--- src/rtl/pause_rx_pkg.sv ---
package pause_rx_pkg;
   localparam int unsigned QUANTUM_BITS = 512;

   function automatic int unsigned safe_clog2(input int unsigned n);
      return (n > 1) ? $clog2(n) : 1;
   endfunction
endpackage

--- src/rtl/pause_prescaler.sv ---
module pause_prescaler #(
   parameter int unsigned PRESCALE = 512
) (
   input  logic clk,
   input  logic rst_n,
   input  logic clear,
   input  logic run,
   input  logic tick,
   output logic quantum_done
);
   import pause_rx_pkg::*;
   localparam int unsigned PW = safe_clog2(PRESCALE);
   localparam logic [PW-1:0] LAST = PW'(PRESCALE - 1);

   generate
      if (PRESCALE < 1) begin : g_bad
         $error("PRESCALE must be at least 1");
      end

      if (PRESCALE == 1) begin : g_direct
         assign quantum_done = run && tick;
      end else begin : g_count
         logic [PW-1:0] pre_q;

         always_ff @(posedge clk) begin
            if (!rst_n || clear || !run) begin
               pre_q <= '0;
            end else if (tick) begin
               pre_q <= (pre_q == LAST) ? '0 : pre_q + 1'b1;
            end
         end

         assign quantum_done = run && tick && (pre_q == LAST);

         a_r3_pre_range: assert property (@(posedge clk) disable iff (!rst_n)
            pre_q <= LAST);
         a_r3_pre_idle: assert property (@(posedge clk) disable iff (!rst_n)
            !run |=> pre_q == '0);
      end
   endgenerate
endmodule

--- src/rtl/pause_down_counter.sv ---
module pause_down_counter #(
   parameter int unsigned QW = 16
) (
   input  logic          clk,
   input  logic          rst_n,
   input  logic          clr,
   input  logic          load,
   input  logic [QW-1:0] load_val,
   input  logic          dec,
   output logic [QW-1:0] count,
   output logic          active
);
   logic [QW-1:0] cnt_q;

   generate
      if (QW < 1) begin : g_bad
         $error("QW must be at least 1");
      end
   endgenerate

   always_ff @(posedge clk) begin
      if (!rst_n || clr) begin
         cnt_q <= '0;
      end else if (load) begin
         cnt_q <= load_val;
      end else if (dec && cnt_q != '0) begin
         cnt_q <= cnt_q - 1'b1;
      end
   end

   assign count  = cnt_q;
   assign active = (cnt_q != '0);

   a_r2_load: assert property (@(posedge clk) disable iff (!rst_n)
      (load && !clr) |=> cnt_q == $past(load_val));
   a_r3_dec: assert property (@(posedge clk) disable iff (!rst_n)
      (dec && !load && !clr && cnt_q != '0) |=> cnt_q == $past(cnt_q) - 1'b1);
   a_r3_hold_between: assert property (@(posedge clk) disable iff (!rst_n)
      (!dec && !load && !clr) |=> $stable(cnt_q));
   a_r9_no_wrap: assert property (@(posedge clk) disable iff (!rst_n)
      (cnt_q == '0 && !load) |=> cnt_q == '0);
endmodule

--- src/rtl/pause_tx_gate.sv ---
module pause_tx_gate (
   input  logic clk,
   input  logic rst_n,
   input  logic active,
   input  logic tx_busy,
   output logic hold
);
   logic hold_q;

   always_ff @(posedge clk) begin
      if (!rst_n) begin
         hold_q <= 1'b0;
      end else begin
         hold_q <= active && (hold_q || !tx_busy);
      end
   end

   assign hold = hold_q;

   a_r6_rise_idle: assert property (@(posedge clk) disable iff (!rst_n)
      (!hold_q && tx_busy) |=> !hold_q);
   a_r7_keep: assert property (@(posedge clk) disable iff (!rst_n)
      (hold_q && active) |=> hold_q);
   a_r7_drop: assert property (@(posedge clk) disable iff (!rst_n)
      !active |=> !hold_q);
endmodule

--- src/rtl/pause_rx_timer.sv ---
module pause_rx_timer #(
   parameter int unsigned QUANTA_W = 16,
   parameter int unsigned PRESCALE = pause_rx_pkg::QUANTUM_BITS
) (
   input  logic                clk,
   input  logic                rst_n,
   input  logic                full_duplex,
   input  logic                pause_vld,
   input  logic [QUANTA_W-1:0] pause_quanta,
   input  logic                bit_tick,
   input  logic                tx_busy,
   output logic                tx_hold,
   output logic [QUANTA_W-1:0] pause_count
);
   logic load;
   logic clr;
   logic active;
   logic quantum_done;

   generate
      if (QUANTA_W < 1 || QUANTA_W > 32) begin : g_bad_w
         $error("QUANTA_W must lie in 1..32");
      end
   endgenerate

   assign clr  = !full_duplex;
   assign load = pause_vld && full_duplex;

   pause_prescaler #(.PRESCALE(PRESCALE)) u_pre (
      .clk          (clk),
      .rst_n        (rst_n),
      .clear        (load || clr),
      .run          (active),
      .tick         (bit_tick),
      .quantum_done (quantum_done)
   );

   pause_down_counter #(.QW(QUANTA_W)) u_cnt (
      .clk      (clk),
      .rst_n    (rst_n),
      .clr      (clr),
      .load     (load),
      .load_val (pause_quanta),
      .dec      (quantum_done),
      .count    (pause_count),
      .active   (active)
   );

   pause_tx_gate u_gate (
      .clk     (clk),
      .rst_n   (rst_n),
      .active  (active),
      .tx_busy (tx_busy),
      .hold    (tx_hold)
   );

   a_r8_half_clear: assert property (@(posedge clk) disable iff (!rst_n)
      !full_duplex |=> pause_count == '0);
   a_r10_load_wins: assert property (@(posedge clk) disable iff (!rst_n)
      (pause_vld && full_duplex) |=> pause_count == $past(pause_quanta));
endmodule

--- config.mk ---
export PLATFORM = sky130hd
export DESIGN_NAME = pause_rx_timer
export DESIGN_NICKNAME = d
export VERILOG_FILES = /design/src/rtl/pause_rx_pkg.sv /design/src/rtl/pause_prescaler.sv /design/src/rtl/pause_down_counter.sv /design/src/rtl/pause_tx_gate.sv /design/src/rtl/pause_rx_timer.sv
export SDC_FILE = /design/constraint.sdc
export NUM_CORES = 1
export LEC_CHECK = 0
export CORE_MARGIN = 5
export CORE_UTILIZATION = 47
export DETAILED_ROUTE_END_ITERATION = 6
export PLACE_DENSITY = 0.78
export RECOVER_POWER = 25
export SLEW_MARGIN = 20
export SYNTH_ARGS = -nofsm -noshare
export SYNTH_HDL_FRONTEND = slang
export SYNTH_SLANG_ARGS = --single-unit
--- constraint.sdc ---
create_clock -name clk -period 2.4 [get_ports clk]
set_clock_uncertainty 0.2 [all_clocks]
set_input_delay 0.48 -clock clk [delete_from_list [all_inputs] [get_ports clk]]
set_output_delay 0.48 -clock clk [all_outputs]
set_load 0.05 [all_outputs]
==> impl_results.md, run 1 <==
* Status: complete, no violations
* Pwr per Cell Area at 489.7 mW/mm²
* Family with the most delay on the worst path: buffers and inverters
* Vias at 1351
* All-Layer GR Usage at 0.1692
* Synth Register Bits at 26
* Sequential area share after synthesis at 0.3751
* Worst IR drop on VDD at 0.3614 mV
* Remaining DRCs at 0
* Post-DR vias/cell at 5.676
* Worst Reg-to-Reg Cells at 9
* Post-Syn Nets at 181
* Max Buffers Root-to-Sink at 2
* Largest area contributor in the netlist: dfxtp_1
* Worst path cell trace: clkdlybuf4s50_1
* Max-cap check violation count at 0
* Worst r2r dst: u_pre.g_count.pre_q[2]
* Total Nets Final at 233
* Post-Route Utilization at 0.7166
* Drt wl/cell at 15.37 µm
* CTS tree: yes
* Proportion of netlist area held by the largest area contributor at 0.3751
* FP Rows at 19
* # port buffers at 38
* Mapped cell area at 0.001388 mm²
* Htree depth at 1
* Core ar. at 0.002781 mm²
* Ys Warns at 0
* Clk_lat worst skew at 320 ps
* EDFF count, synth at 0
* Min Clock Period, post-route at 2333 ps
* Largest net degree at the start of global routing at 25
* Die Ht at 64.34 µm
* Normalized max-slew margin at 0.5980
* Pins over their slew limit at 0
* Area grow syn2layout at 43.64%
* Final hold slack at 315.6 ps
* First-pass GRT wire length at 5.789 mm
* Leakage at 0.7050 nW
* Finished Cell Area at 0.001993 mm²
* Ys flop type: dfxtp_1
* Starting density of the core at 0.4989
* DRT antenna net count at 0
* CTS Root Cell: clkbuf_4
* Hold Crit Start: u_gate.hold
* Syn Inst Count at 156
* Total CTS buffers at 3
* Crit path launch type: flip-flop
* Netlist cell types at 35
* Mapped Avg Cell Area at 8.895 µm²
* Die X at 64.34 µm
* Reg2reg start: u_pre.g_count.pre_q[1]
* Worst hold-check path type: flip-flop to flip-flop
* Worst Path Buf+Inv at 1
* Share of layout cells above drive strength 1 at 0.2029
* DR iter-0 viols at 56
* Slack of the worst reg-to-reg path at 110 ps
* Num ports at 39
* TritonCTS Sinks at 26
* Commonest cells in the netlist: dfxtp_1 (26), nor2_1 (26), xor2_1 (12)
* Dpl cell area at 0.001877 mm²
* Hold EP: u_gate.hold
* Vias in the first global route at 1211
* Post-placement cell count at 229
* Gr ovfl total at 0
* Slowest CP cell: clkdlybuf4s50_1
* Largest cells by area after synthesis: dfxtp_1 (38%), xor2_1 (7.6%), nor2_1 (7.0%)
* Actual slew at the worst max-slew pin at 605.6 ps
* Detailed Place HPWL at 2.643 mm
* Crit-path max FO at 6
* Final Hold Fails at 0
* Clock transition at the registers of the reported paths at 150 ps
* WP data arrival at 1650 ps
* Synth async-reset ratio at 0
* N_diodes at 0
* DIE AREA at 0.004139 mm²
* Hold path depth at 2
* Final Instance Count excl. Fillers at 238
* Crit. End Element: primary output
* Critical path's largest stage delay at 850 ps
* Final setup fails at 0
* Total wire length at 3.657 mm
* Hold-fix buffers, CTS at 0
* Fmax at 428.7 MHz
* CP Data Required Time at 1720 ps
* GPL Wtd Cong at 0.8684
* 1st-pass router iterations at 4
* Setup Crit Path Kind: flip-flop to primary output
* Final period util at 0.9720
* Initial antenna violation count at 0
==> where the power goes <==
part | leakage, nW | switching (mW) | internal (mW)
Combinational | 0.464 | 0.120 | 0.101
Sequential | 0.213 | 0.0149 | 0.443
Clock | 0.0279 | 0.128 | 0.169
==> cell usage in the layout, fill, tap and decap left out, drive strengths merged, types with 7 or more instances in the layout <==
master          n
clkdlybuf4s50  33
nor2           27
dfxtp          26
buf            13
xor2           12
xnor2          10
a211oi         10
nand4           8
nand3           8
nand2           8
nor3            7
==> worst min-delay path, cell delays in order, from the launching register on <==
cell	delay, ps
dfxtp_1	340
o21ai_0	70
nor2_1	70
==> metrics by stage <==
step                      worst slack [ps]  power, mW  setup TNS [ps]
after floorplan                      14.41     0.5875               0
after global placement               105.3     0.6719               0
after detailed placement             59.69     0.6767               0
after CTS                            19.44     0.9730               0
after global routing                -22.44      1.022          -40.98
final                                67.10     0.9760               0
==> timing repair <==
action	CTS	global route
gates resized for setup	0	15
buffers inserted	0	4
endpoints found under the setup margin	0	23
hold endpoints to repair	0	0
==> worst max path at each step <==
stage	cells after the start	slack (ps)	startpoint	endpoint
3_3_place_gp	8	110	u_cnt.count[0]	u_cnt.count[4]
5_1_grt	9	-20	u_pre.g_count.pre_q[2]	u_cnt.count[14]
6_report	1	70	u_cnt.count[8]	pause_count[8]
3_5_place_dp	10	60	u_pre.g_count.pre_q[1]	u_cnt.count[10]
4_1_cts	10	20	u_pre.g_count.pre_q[1]	u_cnt.count[3]
2_1_floorplan	7	10	u_cnt.count[0]	u_cnt.count[4]
==> metal layers <==
layer	share of wire	up-vias	global-route usage
met5	0	-	0
met3	0.066	2	0.03678
met2	0.46	43	0.2624
met1	0.46	639	0.2325
li1	-	667	-
met4	0.0074	0	0.05344
==> registers in the layout, summed over array words and instances (netlist names) <==
| signal | cells |
|---|---|
| u_gate.hold | 1 |
| u_pre.g_count.pre_q | 9 |
| u_cnt.count | 16 |
==> cell families (layout without fill, tap and decap cells) <==
kind of cell / Yosys count / in the layout / share of synthesized area
buffers and inverters: 11 / 61 / 0.03156
XOR/XNOR: 22 / 22 / 0.1389
AO/OA/AOI/OAI: 18 / 18 / 0.1091
adder cells (fa/ha/maj): 3 / 3 / 0.02705
AND/OR/NAND/NOR: 74 / 75 / 0.3039
flip-flops: 26 / 26 / 0.3751
multiplexers: 2 / 2 / 0.01443
==> layout make-up <==
| class | count | area, µm² |
|---|---|---|
| flip-flops and latches | 26 | 526.8 |
| fillers | 221 | 788.3 |
| clock buffers | 3 | 22.52 |
| repair buffers | 51 | 462.9 |
| multi-input cells | 120 | 889.6 |
| inverters | 6 | 22.52 |
| clock inverters | 1 | 30.03 |
| well taps | 31 | 38.79 |
Power figures use the tool's default switching activity.
==> run 2: changes to the inputs <==
- CAP_MARGIN: unset -> 20
==> results of run 2 <==
Same layout as run 1: the final DEF is identical, and so are final timing and power.
==> run 3: changes to the inputs <==
- ABC_AREA: unset -> 0
- GPL_ROUTABILITY_DRIVEN: unset -> 0
==> results of run 3 <==
Same layout as run 1: the final DEF is identical, and so are final timing and power.
